File: config.mk
export PLATFORM = sky130hd
export DESIGN_NAME = burst_clk_gen
export DESIGN_NICKNAME = d
export VERILOG_FILES = /design/src/rtl/burst_pkg.sv /design/src/rtl/bcg_trig_sync.sv /design/src/rtl/bcg_burst_timer.sv /design/src/rtl/bcg_cmd_ctrl.sv /design/src/rtl/burst_clk_gen.sv
export SDC_FILE = /design/constraint.sdc
export NUM_CORES = 1
export LEC_CHECK = 0
export BUFFER_PORTS_ARGS = -buffer_cell sky130_fd_sc_hd__buf_4
export CAP_MARGIN = 5
export CORE_UTILIZATION = 45
export DETAILED_ROUTE_END_ITERATION = 12
export GPL_TIMING_DRIVEN = 0
export HOLD_SLACK_MARGIN = 0.15
export PLACE_DENSITY_LB_ADDON = 0.3
export SYNTH_ARGS = -nofsm -noshare
export SYNTH_HDL_FRONTEND = slang
export SYNTH_HIERARCHICAL = 1
export SYNTH_SLANG_ARGS = --single-unit
File: constraint.sdc
create_clock -name clk -period 3.45 [get_ports clk]
set_clock_uncertainty 0.15 [all_clocks]
set_input_delay 0.8625 -clock clk [delete_from_list [all_inputs] [get_ports clk]]
set_output_delay 0.8625 -clock clk [all_outputs]
set_load 0.05 [all_outputs]
File: src/rtl/burst_pkg.sv
package burst_pkg;
  localparam logic [2:0] FN_IDLE  = 3'd0;
  localparam logic [2:0] FN_INIT  = 3'd1;
  localparam logic [2:0] FN_ON    = 3'd2;
  localparam logic [2:0] FN_OFF   = 3'd3;
  localparam logic [2:0] FN_BURST = 3'd4;

  typedef enum logic [2:0] {
    ST_IDLE,
    ST_EXEC,
    ST_ARMED,
    ST_SETTLE,
    ST_BURST
  } ctrl_state_e;
endpackage

File: src/rtl/bcg_trig_sync.sv
module bcg_trig_sync #(
  parameter int STAGES = 2
) (
  input  logic clk,
  input  logic rst_n,
  input  logic trig_in,
  output logic level,
  output logic rise
);
  logic [STAGES-1:0] sync_q;
  logic              prev_q;

  always_ff @(posedge clk or negedge rst_n) begin
    if (!rst_n) begin
      sync_q <= '0;
      prev_q <= 1'b0;
    end else begin
      sync_q <= {sync_q[STAGES-2:0], trig_in};
      prev_q <= sync_q[STAGES-1];
    end
  end

  assign level = sync_q[STAGES-1];
  assign rise  = sync_q[STAGES-1] & ~prev_q;
endmodule

File: src/rtl/bcg_burst_timer.sv
module bcg_burst_timer #(
  parameter int DIV_FAST = 4,
  parameter int DIV_SLOW = 16,
  parameter int PULSES   = 8
) (
  input  logic clk,
  input  logic rst_n,
  input  logic start,
  input  logic fast,
  output logic level,
  output logic done
);
  localparam int HALF_F = DIV_FAST / 2;
  localparam int HALF_S = DIV_SLOW / 2;
  localparam int HMAX   = (HALF_S > HALF_F) ? HALF_S : HALF_F;
  localparam int HW     = $clog2(HMAX + 1);
  localparam int PHASES = 2 * PULSES;
  localparam int PW     = $clog2(PHASES);

  logic [HW-1:0] hc_q;
  logic [PW-1:0] ph_q;
  logic          fast_q;
  logic          act_q;
  logic          done_q;
  logic [HW-1:0] half_last;

  assign half_last = fast_q ? HW'(HALF_F - 1) : HW'(HALF_S - 1);

  always_ff @(posedge clk or negedge rst_n) begin
    if (!rst_n) begin
      hc_q   <= '0;
      ph_q   <= '0;
      fast_q <= 1'b0;
      act_q  <= 1'b0;
      done_q <= 1'b0;
    end else begin
      done_q <= 1'b0;
      if (start) begin
        act_q  <= 1'b1;
        fast_q <= fast;
        hc_q   <= '0;
        ph_q   <= '0;
      end else if (act_q) begin
        if (hc_q == half_last) begin
          hc_q <= '0;
          if (ph_q == PW'(PHASES - 1)) begin
            act_q  <= 1'b0;
            done_q <= 1'b1;
          end else begin
            ph_q <= ph_q + 1'b1;
          end
        end else begin
          hc_q <= hc_q + 1'b1;
        end
      end
    end
  end

  assign level = act_q & ~ph_q[0];
  assign done  = done_q;
endmodule

File: src/rtl/bcg_cmd_ctrl.sv
module bcg_cmd_ctrl
  import burst_pkg::*;
#(
  parameter int LINES  = 4,
  parameter int SETTLE = 2,
  localparam int PRW   = $clog2(LINES),
  localparam int SW    = $clog2(SETTLE + 1)
) (
  input  logic             clk,
  input  logic             rst_n,
  input  logic             cmd_valid,
  input  logic [2:0]       cmd_code,
  input  logic [PRW-1:0]   cmd_param,
  output logic             cmd_ready,
  output logic [2:0]       cmd_reg,
  input  logic             trig_level,
  input  logic             trig_rise,
  input  logic             burst_done,
  output logic             burst_start,
  output logic             burst_fast,
  output logic [LINES-1:0] sel_mask,
  output logic             drive_en
);
  ctrl_state_e      st_q;
  logic [2:0]       fn_q;
  logic [PRW-1:0]   par_q;
  logic [LINES-1:0] mask_q;
  logic             oe_q;
  logic [SW-1:0]    set_q;
  logic             dummy_q;
  logic             accept;
  logic             leave;

  assign cmd_ready   = (st_q == ST_IDLE);
  assign accept      = cmd_valid && cmd_ready && (cmd_code != FN_IDLE);
  assign leave       = cmd_valid && (cmd_code == FN_IDLE);
  assign burst_start = (st_q == ST_SETTLE) && (set_q == SW'(SETTLE - 1));
  assign burst_fast  = trig_level | (fn_q == FN_IDLE);

  always_ff @(posedge clk or negedge rst_n) begin
    if (!rst_n) begin
      st_q    <= ST_IDLE;
      fn_q    <= FN_IDLE;
      par_q   <= '0;
      mask_q  <= LINES'(1);
      oe_q    <= 1'b0;
      set_q   <= '0;
      dummy_q <= 1'b0;
    end else begin
      case (st_q)
        ST_IDLE: begin
          if (accept) begin
            fn_q  <= cmd_code;
            par_q <= cmd_param;
            st_q  <= ST_EXEC;
          end
        end
        ST_EXEC: begin
          st_q <= ST_IDLE;
          fn_q <= FN_IDLE;
          case (fn_q)
            FN_INIT:  mask_q <= LINES'(1) << par_q;
            FN_ON:    oe_q   <= 1'b1;
            FN_OFF:   oe_q   <= 1'b0;
            FN_BURST: begin
              st_q <= ST_ARMED;
              fn_q <= FN_BURST;
            end
            default: ;
          endcase
        end
        ST_ARMED: begin
          if (trig_rise) begin
            st_q  <= ST_SETTLE;
            set_q <= '0;
          end
        end
        ST_SETTLE: begin
          if (burst_start) begin
            st_q    <= ST_BURST;
            dummy_q <= (fn_q == FN_IDLE);
          end else begin
            set_q <= set_q + 1'b1;
          end
        end
        ST_BURST: begin
          if (burst_done) st_q <= dummy_q ? ST_IDLE : ST_ARMED;
        end
        default: st_q <= ST_IDLE;
      endcase
      if (leave) fn_q <= FN_IDLE;
    end
  end

  assign cmd_reg  = fn_q;
  assign sel_mask = mask_q;
  assign drive_en = oe_q;
endmodule

File: src/rtl/burst_clk_gen.sv
module burst_clk_gen #(
  parameter int LINES    = 4,
  parameter int PULSES   = 8,
  parameter int DIV_FAST = 4,
  parameter int DIV_SLOW = 16,
  parameter int SETTLE   = 2,
  parameter int SYNC     = 2
) (
  input  logic                     clk,
  input  logic                     rst_n,
  input  logic                     cmd_valid,
  output logic                     cmd_ready,
  input  logic [2:0]               cmd_code,
  input  logic [$clog2(LINES)-1:0] cmd_param,
  output logic [2:0]               cmd_reg,
  input  logic                     trig_in,
  output logic [LINES-1:0]         sclk_o,
  output logic [LINES-1:0]         sclk_oe
);
  logic             trig_level;
  logic             trig_rise;
  logic             burst_start;
  logic             burst_fast;
  logic             burst_done;
  logic             burst_level;
  logic [LINES-1:0] sel_mask;
  logic             drive_en;

  bcg_trig_sync #(.STAGES(SYNC)) sync_i (
    .clk     (clk),
    .rst_n   (rst_n),
    .trig_in (trig_in),
    .level   (trig_level),
    .rise    (trig_rise)
  );

  bcg_cmd_ctrl #(.LINES(LINES), .SETTLE(SETTLE)) ctrl_i (
    .clk         (clk),
    .rst_n       (rst_n),
    .cmd_valid   (cmd_valid),
    .cmd_code    (cmd_code),
    .cmd_param   (cmd_param),
    .cmd_ready   (cmd_ready),
    .cmd_reg     (cmd_reg),
    .trig_level  (trig_level),
    .trig_rise   (trig_rise),
    .burst_done  (burst_done),
    .burst_start (burst_start),
    .burst_fast  (burst_fast),
    .sel_mask    (sel_mask),
    .drive_en    (drive_en)
  );

  bcg_burst_timer #(
    .DIV_FAST (DIV_FAST),
    .DIV_SLOW (DIV_SLOW),
    .PULSES   (PULSES)
  ) timer_i (
    .clk   (clk),
    .rst_n (rst_n),
    .start (burst_start),
    .fast  (burst_fast),
    .level (burst_level),
    .done  (burst_done)
  );

  for (genvar i = 0; i < LINES; i++) begin : g_line
    assign sclk_o[i]  = sel_mask[i] & burst_level;
    assign sclk_oe[i] = sel_mask[i] & drive_en;
  end
endmodule

Word-level counts from Yosys, hierarchy flattened
Cells that the tools add are included.
{ "op_classes": {"addsub": 3, "eq_ne": 18, "bitwise_logic": 13, "shifts": 1, "reduce_logical": 21, "mux": 31} }
{ "op_table": {"columns": ["op", "count"], "rows": [
  ["$mux 4", 7],
  ["$mux 3", 8],
  ["$pmux 3 s5", 1],
  ["$eq 3x2->1 const B", 4],
  ["$and 1x1->1", 10],
  ["$reduce_and 2->1", 5],
  ["$logic_not 3->1", 3],
  ["$add 4x1->4 const B", 2],
  ["$mux 1", 8],
  ["$mux 2", 4],
  ["$ne 2x2->1 const B", 4],
  ["$reduce_bool 2->1", 4],
  ["$eq 3x1->1 const B", 2],
  ["$eq 3x3->1 const B", 2],
  ["$pmux 3 s2", 1],
  ["$reduce_and 3->1", 2],
  ["$reduce_bool 3->1", 2],
  ["$eq 4x4->1", 1],
  ["$eq 4x4->1 const B", 1],
  ["$logic_and 1x1->1", 4],
  ["$ne 2x1->1 const B", 2],
  ["$pmux 2 s2", 1],
  ["$reduce_and 4->1", 1],
  ["$shl 1x2->4 const A", 1],
  ["6 further kinds", 7]
]} }
{ "totals": {"out_inout_bits": 12, "input_bits": 9, "word_cells": 101, "register_bits": 30} }

Depth between registers and ports, before layout
{ "logic_depth": {"word_depth": 6, "mapped_depth": 8} }

By module
The synthesis kept the hierarchy.
{ "by_module_without_submodules": {"columns": ["mod", "area_each_um2", "instances", "cells_per_inst"], "rows": [
  ["bcg_cmd_ctrl", 894.6, 1, 84],
  ["bcg_burst_timer", 589.3, 1, 54],
  ["bcg_trig_sync", 88.8, 1, 4],
  ["burst_clk_gen", 50.0, 1, 8]
]} }

Worst setup path before layout
No wires, ideal clock.
{ "synth_path": {"kind": "reg-to-output", "from": "register timer_i.act_q", "to": "output port sclk_o[0]", "path_slack_ns": 1.156, "arrival_ns": 1.281, "stages_incl_launch_ff": 4, "required_ns": 2.438, "cell_sequence": "dfrtp_1 clkbuf_1 nor2b_1 and2_1"} }
{ "synth_via": {"elab_chain_len": 2} }
{ "synth_rtl": {"columns": ["element", "line", "rtl"], "rows": [
  ["start, declared", "bcg_burst_timer.sv:23", "logic act_q;"],
  ["start signal, assigned", "bcg_burst_timer.sv:34", "act_q <= 1'b0;"],
  ["start signal, assigned", "bcg_burst_timer.sv:39", "act_q <= 1'b1;"],
  ["start signal, assigned", "bcg_burst_timer.sv:47", "act_q <= 1'b0;"],
  ["$and 1x1->1", "bcg_burst_timer.sv:59", "assign level = act_q & ~ph_q[0];"],
  ["named net burst_level", "burst_clk_gen.sv:25", "logic burst_level;"],
  ["$and 1x1->1", "burst_clk_gen.sv:68", "assign sclk_o[i] = sel_mask[i] & burst_level;"],
  ["end, declared", "burst_clk_gen.sv:17", "output logic [LINES-1:0] sclk_o,"]
]} }
The timed path passes the listed nets, and every way through them passes these cells.

Worst setup path in the final report
{ "layout_path": {"from": "register timer_i.act_q", "to": "output port sclk_o[3]"} }
The elaborated chain is that of the path after synthesis.

==> out/metrics.cfg <==
[cts]
cts.sinks=30
cts-htree-levels=2
clk_latency_ns=0.32
cts_root_buf=clkbuf_4
cts_tree=yes
ctsResizeCount=0
post_cts_buffers=0
cts_buffers=5
cts.path.max_buffers=2
hold_buffers=0
clkSlewWorstSetupHoldPaths_ns=0.09

[finish]
seq_area_um2=752
area_delta_synth_final_pct=16.5
multiInputGateArea_um2=827
final_nets=189
num_antenna_cells=0
drive_above_1_share_pct=24.2
final_area_um2=1890
fillCellCount=298

[synth]
ys_seq_elements=30
synthTopCellsByArea=dfrtp_1, mux2_1, and2_1
synthTopCellsByCount=dfrtp_1, and2_1, nand2_1, nor2_1, nor2b_1
yosys_warnings=6
synth_fp_nets=162
synth_edf_count=0
synth.most_common_cell=dfrtp_1
ys_seq_area_share_pct=46.3
netlist-cell-type-count=50
synth_top_flop_cell=dfrtp_1
synth_cells=150
synth_area_leader_cell=dfrtp_1
syn_avg_cell_area_um2=10.8
synthArstFlopShare_pct=100
synth_area_um2=1620
netlist.area_leader.share_pct=44.7

[worst_setup_path]
reg2reg_slack_ns=1.25
worstPathRequired_ns=2.44
r2r_end=timer_i/fast_q
worstPathArrival_ns=1.74
cp_max_fo=10
end_kind=primary output
r2r-start=ctrl_i/st_q[0]
r2r_cells=5
startpoint_type=flip-flop
crit_type=reg -> out

[global_routing]
grt_pass1_vias=1178
grt_usage_pct=19.0
grt_pass1_wl_mm=5.18
antenna_found_initial=0
overflow=0
grt_max_degree=31

[detailed_routing]
viasPerCell=5.52
dr.max_layer_used=met4
drc_errors=0
drt_wl_total_mm=3.20
wl_met1_mm=1.47
drtIter0Drc=75
via_count=1237
wl_per_cell_um=14.3
route.met2.wl_mm=1.63
dr.pass1.iters=4
dr_wl_met3_um=84
ant_nets=0

[floorplanning]
start_util_pct=47.9
chipHeight_um=62.1
rows=21
die_width_um=62.1
die_area_um2=3850
coreArea_um2=3390
top_level_ports=21

[timing]
period_share_pct=79.8
maxSlewHeadroom_pct=70.1
rsz0062_at_grt=false
final.setup.tns_ns=0
tightest_slew_ns=0.445
fmax_mhz=363
fin_crit_ns=2.75
final-setup-viol-count=0
finalHoldViolations=0
maxSlewViolCount=0

[power]
p_per_area_nw_per_um2=854
p_leak_nw=0.868
ir_drop_uv=369

[min_path]
whs_path_depth=0
worst_hold_path_type=reg -> reg
min_to=sync_i/sync_q[1]
worstHoldStart=sync_i/sync_q[0]

[placed_design]
dp_hpwl_mm=2.34
finalWeightedCongestion=0.838
place_area_um2=1830
portBuffers=20

[outcome]
status=completed

[flow_run]
maxCapViolCount=0

## cell families (layout without fill, tap and decap cells)
kind of cell / Yosys count / after routing / synth area share (%)
and+or+nand+nor: 64 / 64 / 26.1
DFF: 30 / 30 / 46.3
AOI/OAI and AO/OA: 27 / 27 / 12.3
muxes: 14 / 14 / 9.64
buffers and inverters: 11 / 39 / 2.70
adders and majority gates: 3 / 3 / 2.31
xor gates and xnor gates: 1 / 1 / 0.540
## critical path, stage by stage, from the launching register on
cell      delay (ns)
dfrtp_1         0.43
clkbuf_1        0.37
nor2b_1         0.27
and2_1          0.16
buf_4           0.19
## how the worst max path moves through the flow
stage | start | endpoint | slack [ns] | cells after the start
2_1_floorplan | timer_i/act_q | sclk_o[0] | 1.16 | 3
3_3_place_gp | timer_i/act_q | sclk_o[0] | 1.09 | 4
3_5_place_dp | timer_i/act_q | sclk_o[0] | 1.06 | 4
4_1_cts | timer_i/act_q | sclk_o[0] | 0.69 | 4
5_1_grt | timer_i/act_q | sclk_o[3] | 0.57 | 4
6_report | timer_i/act_q | sclk_o[3] | 0.70 | 4
## cell type report
cell class                 count  share of cell area (%)
multi-input combinational    109                    43.7
sequential                    30                    39.8
timing repair buffer          20                    7.94
tap                           46                    3.04
clock buffer                   7                    2.91
inverter                       6                    1.19
buffer                         5                    1.13
clock inverter                 1                   0.265
## through the flow
step	instances	util [%]	hold slack (ns)	setup slack (ns)	power, mW
floorplan	150	-	0.181	1.16	1.20
global placement	216	54.0	0.184	1.09	1.37
detailed placement	216	54.0	0.185	1.06	1.41
CTS	224	55.8	0.205	0.691	1.63
global route	224	55.8	0.211	0.572	1.73
finish	224	55.8	0.203	0.696	1.62
## power breakdown
part | internal [mW] | total (mW) | switching, mW
Combinational | 0.342 | 0.778 | 0.436
Clock | 0.0987 | 0.212 | 0.113
Sequential | 0.480 | 0.626 | 0.146
Total | 0.920 | 1.62 | 0.695
## routing by layer
metal  global-route usage [%]  vias up
met3                     6.00        2
li1                         -      599
met5                        0        -
met1                     21.4      616
met2                     32.8       20
met4                     8.25        0
## placed cells by master (no fill, tap or decap), drive strengths merged, types with 4 or more instances in the layout
cell type	n
a21oi	6
dfrtp	29
nand2b	6
nor2b	9
inv	6
clkbuf	10
buf	22
and2	8
mux2i	4
nand2	8
nor2	8
mux2	10
Note: power is estimated with default switching activity, not from simulation.
